### src/rtl/arb_pkg.sv
package arb_pkg;
  localparam int MAX_M  = 16;
  localparam int ID_W   = 4;
  localparam int CFG_AW = 5;
  localparam int CFG_DW = 16;

  typedef logic [ID_W-1:0] mid_t;
  typedef mid_t [MAX_M-1:0] order_t;

  typedef enum logic [1:0] {
    PARK_NONE  = 2'd0,
    PARK_SEL   = 2'd1,
    PARK_LAST  = 2'd2,
    PARK_NONE2 = 2'd3
  } park_e;

  localparam logic [CFG_AW-1:0] A_CTRL  = 5'd0;
  localparam logic [CFG_AW-1:0] A_STAT  = 5'd1;
  localparam logic [CFG_AW-1:0] A_PRIO0 = 5'd2;

  // identity order: master i in slot i
  function automatic order_t order_reset();
    order_t o;
    for (int i = 0; i < MAX_M; i++) o[i] = mid_t'(i);
    return o;
  endfunction

  // {found, id}: first slot (lowest index) whose master requests
  function automatic logic [ID_W:0] pick_first(order_t o, logic [MAX_M-1:0] rq, int n);
    logic [ID_W:0] r;
    r = '0;
    for (int s = MAX_M - 1; s >= 0; s--)
      if (s < n && rq[o[s]]) r = {1'b1, o[s]};
    return r;
  endfunction

  // move id to the last used slot, close the gap behind it
  function automatic order_t lru_demote(order_t o, mid_t id, int n);
    order_t r;
    logic   seen;
    r    = o;
    seen = 1'b0;
    for (int s = 0; s < MAX_M; s++) begin
      if (s < n) begin
        if (o[s] == id) seen = 1'b1;
        if (seen && (s + 1 < n)) r[s] = o[s+1];
      end
    end
    r[n-1] = id;
    return r;
  endfunction

  // place id into slot, old slot content goes where id was
  function automatic order_t swap_in(order_t o, int slot, mid_t id, int n);
    order_t r;
    r = o;
    for (int s = 0; s < MAX_M; s++) begin
      if (s < n) begin
        if (s == slot)      r[s] = id;
        else if (o[s] == id) r[s] = o[slot];
      end
    end
    return r;
  endfunction
endpackage

### src/rtl/arb_order.sv
module arb_order
  import arb_pkg::*;
#(
  parameter int NUM_M = 4,
  parameter bit DYN   = 1'b0
) (
  input  logic            clk,
  input  logic            rst_n,
  input  logic            upd,
  input  mid_t            upd_id,
  input  logic            wr_en,
  input  logic [ID_W-1:0] wr_slot,
  input  mid_t            wr_id,
  output order_t          ord
);
  order_t ord_q;

  generate
    if (DYN) begin : g_lru
      logic unused_wr;
      assign unused_wr = wr_en ^ (^wr_slot) ^ (^wr_id);
      always_ff @(posedge clk) begin
        if (!rst_n)   ord_q <= order_reset();
        else if (upd) ord_q <= lru_demote(ord_q, upd_id, NUM_M);
      end
    end else begin : g_fixed
      logic unused_upd;
      logic wr_ok;
      assign unused_upd = upd ^ (^upd_id);
      assign wr_ok = wr_en && (int'(wr_slot) < NUM_M) && (int'(wr_id) < NUM_M);
      always_ff @(posedge clk) begin
        if (!rst_n)     ord_q <= order_reset();
        else if (wr_ok) ord_q <= swap_in(ord_q, int'(wr_slot), wr_id, NUM_M);
      end
    end
  endgenerate

  assign ord = ord_q;
endmodule

### src/rtl/arb_watchdog.sv
module arb_watchdog #(
  parameter int LIMIT = 16
) (
  input  logic clk,
  input  logic rst_n,
  input  logic start,
  input  logic run,
  input  logic ack,
  output logic expire
);
  localparam int CW = $clog2(LIMIT + 1);
  logic [CW-1:0] cnt;

  always_ff @(posedge clk) begin
    if (!rst_n)                              cnt <= '0;
    else if (start)                          cnt <= '0;
    else if (run && cnt != CW'(LIMIT - 1))   cnt <= cnt + 1'b1;
  end

  assign expire = run && !ack && (cnt == CW'(LIMIT - 1));
endmodule

### src/rtl/arb_regs.sv
module arb_regs
  import arb_pkg::*;
#(
  parameter int NUM_M = 4
) (
  input  logic              clk,
  input  logic              rst_n,
  input  logic              cfg_we,
  input  logic [CFG_AW-1:0] cfg_addr,
  input  logic [CFG_DW-1:0] cfg_wdata,
  input  logic              busy,
  input  mid_t              owner,
  input  logic              timeout_ev,
  input  order_t            ord,
  output park_e             park_mode,
  output mid_t              park_id,
  output logic              prio_we,
  output logic [ID_W-1:0]   prio_slot,
  output mid_t              prio_val,
  output logic [CFG_DW-1:0] cfg_rdata
);
  park_e mode_q;
  mid_t  pid_q;
  logic  sticky_q;
  logic  hit_prio;
  logic  unused_bits;

  assign unused_bits = ^{cfg_wdata[15:9], cfg_wdata[3:2]};

  assign hit_prio  = (cfg_addr >= A_PRIO0) && (int'(cfg_addr) < int'(A_PRIO0) + NUM_M);
  assign prio_we   = cfg_we && hit_prio;
  assign prio_slot = ID_W'(cfg_addr - A_PRIO0);
  assign prio_val  = cfg_wdata[ID_W-1:0];

  always_ff @(posedge clk) begin
    if (!rst_n) begin
      mode_q   <= PARK_NONE;
      pid_q    <= '0;
      sticky_q <= 1'b0;
    end else begin
      if (cfg_we && cfg_addr == A_CTRL) begin
        mode_q <= park_e'(cfg_wdata[1:0]);
        pid_q  <= cfg_wdata[7:4];
      end
      if (timeout_ev)                                         sticky_q <= 1'b1;
      else if (cfg_we && cfg_addr == A_STAT && cfg_wdata[8])  sticky_q <= 1'b0;
    end
  end

  assign park_mode = mode_q;
  assign park_id   = pid_q;

  always_comb begin
    cfg_rdata = '0;
    if (cfg_addr == A_CTRL) begin
      cfg_rdata[1:0] = mode_q;
      cfg_rdata[7:4] = pid_q;
    end else if (cfg_addr == A_STAT) begin
      cfg_rdata[0]   = busy;
      cfg_rdata[7:4] = owner;
      cfg_rdata[8]   = sticky_q;
    end else if (hit_prio) begin
      cfg_rdata[ID_W-1:0] = ord[prio_slot];
    end
  end
endmodule

### src/rtl/bus_arbiter_park.sv
module bus_arbiter_park
  import arb_pkg::*;
#(
  parameter int NUM_M    = 4,
  parameter bit DYN_LRU  = 1'b0,
  parameter int WD_LIMIT = 16
) (
  input  logic              clk,
  input  logic              rst_n,
  input  logic [NUM_M-1:0]  req,
  input  logic              xfer_ack,
  output logic [NUM_M-1:0]  gnt,
  output logic [ID_W-1:0]   gnt_id,
  output logic              bus_timeout,
  input  logic              cfg_we,
  input  logic [CFG_AW-1:0] cfg_addr,
  input  logic [CFG_DW-1:0] cfg_wdata,
  output logic [CFG_DW-1:0] cfg_rdata
);
  logic            busy_q;
  logic            own_vld_q;
  mid_t            own_q;
  mid_t            last_q;
  logic            tmo_q;

  order_t          ord;
  park_e           park_mode;
  mid_t            park_id;
  logic            prio_we;
  logic [ID_W-1:0] prio_slot;
  mid_t            prio_val;

  logic            wd_expire;
  logic            xfer_end;
  logic            bus_free;
  logic [MAX_M-1:0] req_ext;
  logic [ID_W:0]   pick;
  logic            parked_hit;
  logic            new_grant;
  mid_t            win_id;
  logic            park_vld;
  mid_t            park_tgt;

  assign req_ext    = MAX_M'(req);
  assign xfer_end   = busy_q && (xfer_ack || wd_expire);
  assign bus_free   = !busy_q || xfer_end;
  assign pick       = pick_first(ord, req_ext, NUM_M);
  assign parked_hit = !busy_q && own_vld_q && req_ext[own_q];
  assign new_grant  = bus_free && (parked_hit || pick[ID_W]);
  assign win_id     = parked_hit ? own_q : pick[ID_W-1:0];

  always_comb begin
    park_vld = 1'b0;
    park_tgt = '0;
    case (park_mode)
      PARK_SEL: begin
        park_vld = int'(park_id) < NUM_M;
        park_tgt = park_vld ? park_id : '0;
      end
      PARK_LAST: begin
        park_vld = 1'b1;
        park_tgt = last_q;
      end
      default: ;
    endcase
  end

  always_ff @(posedge clk) begin
    if (!rst_n) begin
      busy_q    <= 1'b0;
      own_vld_q <= 1'b0;
      own_q     <= '0;
      last_q    <= '0;
      tmo_q     <= 1'b0;
    end else begin
      tmo_q <= wd_expire;
      if (new_grant) begin
        busy_q    <= 1'b1;
        own_vld_q <= 1'b1;
        own_q     <= win_id;
        last_q    <= win_id;
      end else if (bus_free) begin
        busy_q    <= 1'b0;
        own_vld_q <= park_vld;
        own_q     <= park_tgt;
      end
    end
  end

  arb_order #(.NUM_M(NUM_M), .DYN(DYN_LRU)) u_order (
    .clk     (clk),
    .rst_n   (rst_n),
    .upd     (new_grant),
    .upd_id  (win_id),
    .wr_en   (prio_we),
    .wr_slot (prio_slot),
    .wr_id   (prio_val),
    .ord     (ord)
  );

  arb_watchdog #(.LIMIT(WD_LIMIT)) u_wdog (
    .clk    (clk),
    .rst_n  (rst_n),
    .start  (new_grant),
    .run    (busy_q),
    .ack    (xfer_ack),
    .expire (wd_expire)
  );

  arb_regs #(.NUM_M(NUM_M)) u_regs (
    .clk        (clk),
    .rst_n      (rst_n),
    .cfg_we     (cfg_we),
    .cfg_addr   (cfg_addr),
    .cfg_wdata  (cfg_wdata),
    .busy       (busy_q),
    .owner      (own_q),
    .timeout_ev (wd_expire),
    .ord        (ord),
    .park_mode  (park_mode),
    .park_id    (park_id),
    .prio_we    (prio_we),
    .prio_slot  (prio_slot),
    .prio_val   (prio_val),
    .cfg_rdata  (cfg_rdata)
  );

  generate
    for (genvar i = 0; i < NUM_M; i++) begin : g_dec
      assign gnt[i] = own_vld_q && (own_q == ID_W'(i));
    end
  endgenerate

  assign gnt_id      = own_q;
  assign bus_timeout = tmo_q;
endmodule

### config.mk
export PLATFORM = sky130hd
export DESIGN_NAME = bus_arbiter_park
export DESIGN_NICKNAME = d
export VERILOG_FILES = /design/src/rtl/arb_pkg.sv /design/src/rtl/arb_order.sv /design/src/rtl/arb_watchdog.sv /design/src/rtl/arb_regs.sv /design/src/rtl/bus_arbiter_park.sv
export SDC_FILE = /design/constraint.sdc
export NUM_CORES = 1
export LEC_CHECK = 0
export ABC_AREA = 1
export CORE_UTILIZATION = 35
export CTS_BUF_LIST = sky130_fd_sc_hd__clkbuf_2 sky130_fd_sc_hd__clkbuf_4 sky130_fd_sc_hd__clkbuf_8
export CTS_CLUSTER_DIAMETER = 40
export DETAILED_ROUTE_END_ITERATION = 10
export GPL_ROUTABILITY_DRIVEN = 0
export HOLD_SLACK_MARGIN = 0.15
export PLACE_DENSITY = 0.54
export SLEW_MARGIN = 20
export SYNTH_ARGS = -nofsm -noshare
export SYNTH_HDL_FRONTEND = slang
export SYNTH_HIERARCHICAL = 1
export SYNTH_SLANG_ARGS = --single-unit
### constraint.sdc
create_clock -name clk -period 2 [get_ports clk]
set_input_delay 0.3 -clock clk [delete_from_list [all_inputs] [get_ports clk]]
set_output_delay 0.3 -clock clk [all_outputs]
set_load 0.005 [all_outputs]
# Yosys cells after proc, flatten, opt, wreduce, memory -nomap -nowiden
# Index checks and enable logic that the tools add are counted.
totals:
  reg_bits: 39
  wordCells: 125
  input_bits: 29
  output_inout_bits: 25
classes:
  eq_ne: 15
  n_mux: 45
  bitwise_logic: 1
  add_sub_neg: 2
  n_reduce_logical: 37
  magnitude_cmp: 12
op_table:
  columns: ["operator", "count"]
  rows:
  - ["4-bit 2-to-1 mux", 16]
  - ["4-bit by 5-bit less-than comparator with 1-bit output, second input constant", 7]
  - ["5-bit 2-to-1 mux", 5]
  - ["1-bit binary-select mux with 4-bit select", 5]
  - ["1-bit logical AND", 18]
  - ["4-bit binary-select mux with 4-bit select", 1]
  - ["4-bit == test", 4]
  - ["1-bit 2-to-1 mux", 13]
  - ["4-bit by 3-bit less-than comparator with 1-bit output, second input constant", 3]
  - ["2-bit nonzero test", 6]
  - ["3-bit by 4-bit == test with 1-bit output, first input constant", 2]
  - ["4-bit by 2-bit == test with 1-bit output, second input constant", 2]
  - ["4-bit logical NOT", 2]
  - ["4-bit case mux with 2 select lines", 1]
  - ["2-bit AND reduction", 4]
  - ["5-bit by 1-bit adder with 5-bit output, second input constant", 1]
  - ["5-bit by 1-bit == test with 1-bit output, second input constant", 1]
  - ["5-bit by 4-bit == test with 1-bit output, second input constant", 1]
  - ["5-bit by 2-bit >= comparator with 1-bit output, second input constant", 1]
  - ["5-bit logical NOT", 1]
  - ["5-bit by 3-bit less-than comparator with 1-bit output, second input constant", 1]
  - ["5-bit by 4-bit != test with 1-bit output, second input constant", 1]
  - ["2-bit by 4-bit == test with 1-bit output, first input constant", 1]
  - ["4-bit by 1-bit == test with 1-bit output, second input constant", 1]
  - ["other kinds (10)", 14]

# Depth between registers and ports, before layout
# Gate-level depths: netlist of the first run.
depth:
  ltp_word: 9
  mapped_depth: 14
  ltp_nobuf: 13

# Hierarchy
# The synthesis of the first run kept the hierarchy.
by_module_without_submodules:
  columns: ["mod", "area_each_um2", "cells_per_inst", "n_inst", "seq_area_each_um2"]
  rows:
  - ["arb_order", 1642.8, 299, 1, 320.3]
  - ["arb_regs", 1151.1, 208, 1, 140.1]
  - ["bus_arbiter_park", 889.6, 155, 1, 220.2]
  - ["arb_watchdog", 286.5, 37, 1, 100.1]

# Least setup slack after synthesis of the first run
# No wires, ideal clock.
synth_timing:
  path_kind: "input to register"
  start: "input port cfg_addr[1]"
  end: "register u_order.ord_q (netlist bit u_order/ord[4])"
  required_ps: 1883
  arrival_ps: 2017
  stages: 13
  n_path_buf: 1
  setup_ps: 117
  slack_ps: -133
  cell_sequence: "buf_4 inv_6 ha_1 xnor2_2 inv_1 nor2_2 inv_2 nor3_2 inv_2 nand2_2 nand2_4 a21oi_1 nand2_1"
synth_between:
  word_cells_on_any_way: 15
  cone_classes: "add/sub: 1; order compare: 3; eq/ne: 1; mux: 4; reduce/logical: 6"
synth_rtl:
  columns: ["element", "line", "text"]
  rows:
  - ["from (decl)", "bus_arbiter_park.sv:16", "input logic [CFG_AW-1:0] cfg_addr,"]
  - ["4-bit by 2-bit subtractor with 4-bit output (*)", "arb_regs.sv:32", "assign prio_slot = ID_W'(cfg_addr - A_PRIO0);"]
  - ["named net prio_slot[1]", "bus_arbiter_park.sv:30", "logic [ID_W-1:0] prio_slot;"]
  - ["4-bit binary-select mux with 4-bit select or 4-bit by 3-bit less-than comparator with 1-bit output (tied branches)", "arb_pkg.sv:60, arb_order.sv:30", null]
  - ["4-bit 2-to-1 mux (implied by the code) or 1-bit logical AND (tied branches)", "arb_pkg.sv:60, arb_order.sv:30", null]
  - ["4-bit 2-to-1 mux or 1-bit logical AND (tied branches)", "arb_pkg.sv:60, arb_order.sv:30", null]
  - ["4-bit 2-to-1 mux or 2-bit AND reduction (tied branches)", null, null]
  - ["to (signal assigned)", "arb_order.sv:32", "if (!rst_n) ord_q <= order_reset();"]
  - ["to (signal assigned)", "arb_order.sv:33", "else if (wr_ok) ord_q <= swap_in(ord_q, int'(wr_slot), wr_id, NUM_M);"]
  - ["to (decl)", "arb_order.sv:16", "order_t ord_q;"]
# The timed path passes the listed nets; every way through them passes the cells marked *. The select of a mux whose other input is x is not followed.
# A chain may end at the register's enable or synchronous reset.

# Worst setup path in the final report of the first run
layout_timing:
  start: "input port cfg_addr[3]"
  end: "register u_order.ord_q (netlist bit u_order/ord[0])"
layout_between:
  elab_chain_cells: 6
  word_cells_on_any_way: 15
  cone_classes: "add/sub: 1; order compare: 3; mux: 4; reduce/logical: 7"
layout_lines:
  columns: ["element", "line", "text"]
  rows:
  - ["5-bit by 2-bit >= comparator with 1-bit output or 5-bit by 3-bit less-than comparator with 1-bit output (tied branches)", "arb_regs.sv:30", "assign hit_prio = (cfg_addr >= A_PRIO0) && (int'(cfg_addr) < int'(A_PRIO0) + NUM_M);"]
  - ["1-bit logical AND (*)", "arb_regs.sv:30", null]
  - ["1-bit logical AND (*)", "arb_regs.sv:31", "assign prio_we = cfg_we && hit_prio;"]
  - ["named net prio_we", "bus_arbiter_park.sv:29", "logic prio_we;"]
  - ["1-bit logical AND (*) (2 in a row)", "arb_order.sv:30", "assign wr_ok = wr_en && (int'(wr_slot) < NUM_M) && (int'(wr_id) < NUM_M);"]
  - ["2-bit AND reduction (no source line) (*)", null, null]
# Marks and branches as above.

==> flow_summary.yaml, run 1 <==
outcome:
  outcome: "finished clean"
global_routing:
  grt_pass1_wl_um: 19200
  grt_pass1_vias: 4188
  antenna_found_initial: 0
  track_usage: 0.208
  overflow: 0
  grt_max_degree: 25
clock_tree:
  worstSkewPairLatency_ns: 0.30
  cts_tree: "done"
  htreeDepth: 2
  cts.sink_count: 39
  cts_hold_buf: 0
  cts_buffers: 5
  clk_pin_slew_worst_paths_ns: 0.09
  clock_path_buffers: 2
  cts-root-buf: "clkbuf_8"
power:
  p_per_area_nw_per_um2: 395
  irDropWorstVdd_uv: 307
  p_leak_nw: 2.65
  fin_total_pwr_mw: 2.02
routing:
  wirelength_um: 11500
  detail_route.first_pass.iterations: 4
  wire_per_inst_um: 12.1
  antenna_left: 0
  vias: 4365
  drt_iter0_markers: 255
  drcViolationCount: 0
  via_per_inst: 4.59
finish:
  final_layout_size_suffix_gt1_frac: 0.214
  final_cells: 952
  finalNetCount: 846
  multi_input_area_um2: 2660
  nFillCells: 1155
  regArea_um2: 782
  antennaDiodeCount: 0
  syn2layout_area_growth_pct: 28.8
run:
  cap_viol_max_count: 0
placed_design:
  dp_hpwl_um: 9170
  io_buffers: 39
  dp_cells: 934
timing:
  fin_skew_ns: 0.00872
  hold_ws_ns: 0.446
  post-route-min-period_ns: 1.92
  finalHoldViolCount: 0
  fin_crit_sh: 0.960
  max_freq_ghz: 0.521
  drv_slew: 0
  setup_violations: 0
critical_path:
  cpMostUsedCell: "buf_4"
  rr_worst_depth: 13
  critPathLaunchType: "input pin"
  crit_arrival_ns: 2.12
  worst_path_max_delay_cell: "clkdlybuf4s15_1"
  critPathMaxStageDelay_ns: 0.25
  end_kind: "register"
  path_cells: "clkdlybuf4s15_1 -> nor2_4 -> buf_4 -> nand3_1 -> nand2_1 -> nand2_2 -> buf_4 -> buf_4 -> nor2_2 -> nand4_1 -> inv_4 -> buf_4 -> nand3_1 -> nor2_1 -> nor2_1"
  worstSetupPathType: "in -> reg"
  crit_required_ns: 2.20
  crit_fanout: 6
floorplan:
  row_count: 38
  die_w_um: 108
  die_h_um: 108
  num_io_pins: 54
  coreArea_um2: 10900
  start_util: 0.363
  die_area_um2: 11800
hold_path:
  holdPathStages: 2
  hold_class: "reg -> reg"
synthesis:
  yosysWarnings: 6
  syn_area_um2: 3970
  synth_cells: 698
  syn_area_per_cell_um2: 5.68
==> final cells by class <==
class                           count  area share
Inverter                           85      0.0661
Clock inverter                      3     0.00392
Sequential cell                    39       0.153
Clock buffer                        5      0.0135
Timing Repair Buffer              124       0.207
Multi-Input combinational cell    556       0.522
Tap cell                          140      0.0343
==> critical path: cells and delay by family <==
family,cells,cell delay [ns]
buffers and inverters,6,0.94
and+or+nand+nor,9,0.86
==> flip-flops by register name, indices dropped and copies added, names as in the netlist <==
signal	cells
u_order/ord	16
last_q	4
u_regs/park_mode	2
gnt_id	4
u_regs/park_id	4
busy_q	1
u_regs/sticky_q	1
own_vld_q	1
u_wdog/cnt	5
bus_timeout	1
==> final timing paths <==
kind,endpoint,start,slack [ns]
worst max-delay path,u_order/ord[0],cfg_addr[3],0.08
worst min-delay path,last_q[3],last_q[3],0.45
worst max register to register,gnt_id[0],u_wdog/cnt[0],0.19
worst min register to register,last_q[3],last_q[3],0.45
==> report_power, final <==
part | leakage (nW) | switching [mW] | total (mW) | internal [mW]
clock | 0.0402 | 0.315 | 0.558 | 0.243
sequential | 0.316 | 0.0127 | 0.802 | 0.790
combinational | 2.30 | 0.370 | 0.659 | 0.289
total | 2.65 | 0.698 | 2.02 | 1.32
==> layer usage <==
layer / up-vias / global-route usage / part of all wire
met2: 95 / 0.362 / 0.48
met5: - / 0 / 0
met1: 1955 / 0.261 / 0.45
li1: 2297 / - / -
met4: 0 / 0.0695 / 0.022
met3: 18 / 0.0301 / 0.044
==> metrics by stage <==
stage	area, µm²	TNS (ns)	setup WS (ns)	util
final	5110	0	0.0802	0.467
after global routing	5110	-0.0290	-0.0280	0.467
after CTS	5010	-0.0483	-0.0483	0.458
after detailed placement	4830	-15.06	-0.721	0.441
after global placement	4830	-14.70	-0.716	0.441
after floorplan	4190	0	0.0675	-
==> timing repair <==
| action | CTS | global route |
|---|---|---|
| buffers inserted | 8 | 3 |
| resized for setup | 45 | 32 |
| pin swaps | 9 | 14 |
| setup endpoints to repair | 25 | 39 |
==> cells in the final DEF, fill, tap and decap left out, types with 2 or more instances in the layout <==
| cell | count |
|---|---|
| nor2_2 | 8 |
| clkinvlp_4 | 3 |
| buf_2 | 2 |
| o21ai_2 | 2 |
| nor2_1 | 80 |
| a22o_1 | 4 |
| clkbuf_8 | 5 |
| ha_1 | 4 |
| nor3_4 | 3 |
| nor3_1 | 5 |
| o21ai_1 | 5 |
| a21oi_1 | 21 |
| o2111ai_1 | 2 |
| o21ai_0 | 22 |
| buf_12 | 3 |
| dfxtp_1 | 38 |
| dlygate4sd2_1 | 7 |
| nand2_2 | 9 |
| nor2_4 | 5 |
| nand2_4 | 7 |
| a21oi_2 | 6 |
| inv_1 | 59 |
| nand4_1 | 6 |
| o211ai_1 | 7 |
| nand2_1 | 237 |
| clkdlybuf4s50_1 | 25 |
| clkinv_1 | 3 |
| inv_4 | 4 |
| clkdlybuf4s15_1 | 2 |
| nand3_1 | 52 |
| inv_2 | 17 |
| buf_6 | 6 |
| nand3_2 | 4 |
| conb_1 | 55 |
| buf_4 | 78 |
(Power assumes the default switching activity.)
==> inputs of run 2 (changes only) <==
--- a/config.mk
+++ b/config.mk
@@ -5,7 +5,7 @@
 export SDC_FILE = /design/constraint.sdc
 export NUM_CORES = 1
 export LEC_CHECK = 0
-export ABC_AREA = 1
+export ABC_AREA = 0
 export CORE_UTILIZATION = 35
 export CTS_BUF_LIST = sky130_fd_sc_hd__clkbuf_2 sky130_fd_sc_hd__clkbuf_4 sky130_fd_sc_hd__clkbuf_8
 export CTS_CLUSTER_DIAMETER = 40
==> run 2 against run 1 <==
The flow now finishes with violations (negative setup slack). Setup slack got worse by 0.22 ns. Maximum frequency is 10% lower. Count of clock-buffer cells in the layout is the same. Via count shrank 18%. Critical path type is now reg -> out. Highest routed layer unchanged.
==> flow_summary.yaml, run 2 <==
clock_tree:
  cts-root-buf: "clkbuf_8"
  clk_pin_slew_worst_paths_ns: 0.09
  worstSkewPairLatency_ns: 0.30
  htreeDepth: 2
  cts_tree: "done"
  cts_buffers: 5
  cts.sink_count: 39
  cts_hold_buf: 0
  clock_path_buffers: 2
critical_path:
  reg2reg_to: "gnt_id[1]"
  endpoint: "cfg_rdata[2]"
  worstSetupPathType: "reg -> out"
  crit_fanout: 2
  critPathLaunchType: "register"
  crit_arrival_ns: 1.84
  reg2reg_slack_ns: 0.06
  rr_worst_depth: 7
  crit_required_ns: 1.70
  end_kind: "primary output"
  startpoint: "u_order/ord[6]"
  reg2reg_from: "u_order/ord[11]"
finish:
  finalInstanceArea_um2: 5410
  syn2layout_area_growth_pct: 36.9
  final_cell_mix: "buf_4 (84), conb_1 (55), nand2_1 (36)"
  largest_register_ffs: 16
  multi_input_area_um2: 3050
  regArea_um2: 795
  layout_commonest_cell: "buf_4"
  finalNetCount: 602
  final_layout_size_suffix_gt1_frac: 0.394
  antennaDiodeCount: 0
  nFillCells: 1070
  final_util: 0.495
power:
  switchingPower_mw: 0.656
  p_per_area_nw_per_um2: 407
  p_leak_nw: 2.36
  p_comb_frac: 0.327
  swShare: 0.298
  seqPwrFrac: 0.362
  fin_total_pwr_mw: 2.21
  p_int_mw: 1.55
  clockPowerShare: 0.311
  irDropWorstVdd_uv: 324
floorplan:
  row_count: 38
  die_h_um: 108
  coreArea_um2: 10900
  num_io_pins: 54
  die_area_um2: 11700
  start_util: 0.362
  die_w_um: 108
hold_path:
  hp-start: "last_q[2]"
  hold_class: "reg -> reg"
timing:
  fin_skew_ns: 0.0166
  drv_slew: 0
  fin_ws_ns: -0.137
  finalHoldViolCount: 0
  setup_violations: 4
  rsz0062_at_grt: "true"
  post-route-min-period_ns: 2.14
  finalSetupTns_ns: -0.481
  fin_crit_sh: 1.07
  max_freq_ghz: 0.468
routing:
  wirelength_um: 10900
  detail_route.first_pass.iterations: 4
  drcViolationCount: 0
  antenna_left: 0
  vias: 3588
  wire_per_inst_um: 15.4
  drt_iter0_markers: 177
  via_per_inst: 5.07
outcome:
  violations: "negative setup slack"
  outcome: "finished, violations left"
global_routing:
  overflow: 0
  antenna_found_initial: 0
  track_usage: 0.189
  grt_pass1_wl_um: 17400
  grt_pass1_vias: 3400
  grt_max_degree: 32
placed_design:
  dpl_cell_area_um2: 4830
  io_buffers: 39
  dp_hpwl_um: 8040
synthesis:
  yosysWarnings: 6
  syn_area_um2: 3960
  syn_area_per_cell_um2: 8.81
  synth_cells: 449
run:
  cap_viol_max_count: 0
-- run 2: worst max-delay path, cell delays in order (launching register included) --
cell     delay, ns
dfxtp_2       0.33
mux4_2        0.48
mux4_2        0.48
nor2b_4       0.13
buf_2         0.11
-- run 2: area by class of cell --
| type | count | area share |
|---|---|---|
| Multi-Input combinational cell | 369 | 0.563 |
| Timing Repair Buffer | 144 | 0.231 |
| Sequential cell | 39 | 0.147 |
| Tap cell | 140 | 0.0324 |
| Clock buffer | 5 | 0.0127 |
| Clock inverter | 3 | 0.00809 |
| Inverter | 8 | 0.00693 |
-- run 2: power groups by stage --
| stage | registers (mW) | logic, mW | clock network [mW] |
|---|---|---|---|
| after global routing | 0.802 | 0.782 | 0.723 |
| after detailed placement | 0.816 | 0.616 | 0 |
| final | 0.799 | 0.721 | 0.686 |
| after floorplan | 0.817 | 0.481 | 0 |
| after CTS | 0.798 | 0.656 | 0.697 |
| after global placement | 0.816 | 0.606 | 0 |
-- run 2: worst min path at each step --
stage	to	slack [ns]	cells after the start
2_1_floorplan	u_regs/sticky_q	0.43	1
3_3_place_gp	last_q[3]	0.45	1
3_5_place_dp	last_q[2]	0.47	1
4_1_cts	last_q[2]	0.48	1
5_1_grt	last_q[2]	0.49	1
6_report	last_q[2]	0.47	1
-- run 2: metrics by stage --
stage	hold slack [ns]	worst slack, ns	instances
final	0.473	-0.137	708
after global routing	0.488	-0.188	708
after CTS	0.478	-0.229	694
after detailed placement	0.465	-0.923	674
after global placement	0.448	-0.900	674
after floorplan	0.428	-0.236	501
-- run 2: per-layer routing --
metal / part of all wire / global-route usage
met3: 0.038 / 0.0271
met2: 0.49 / 0.319
met1: 0.46 / 0.256
met5: 0 / 0
met4: 0.0073 / 0.0425
-- run 2: timing repair --
action	CTS	global route
endpoints found under the setup margin	37	31
setup buffers	13	16
gates cloned	0	0
pin swaps	7	22
resized for setup	60	66
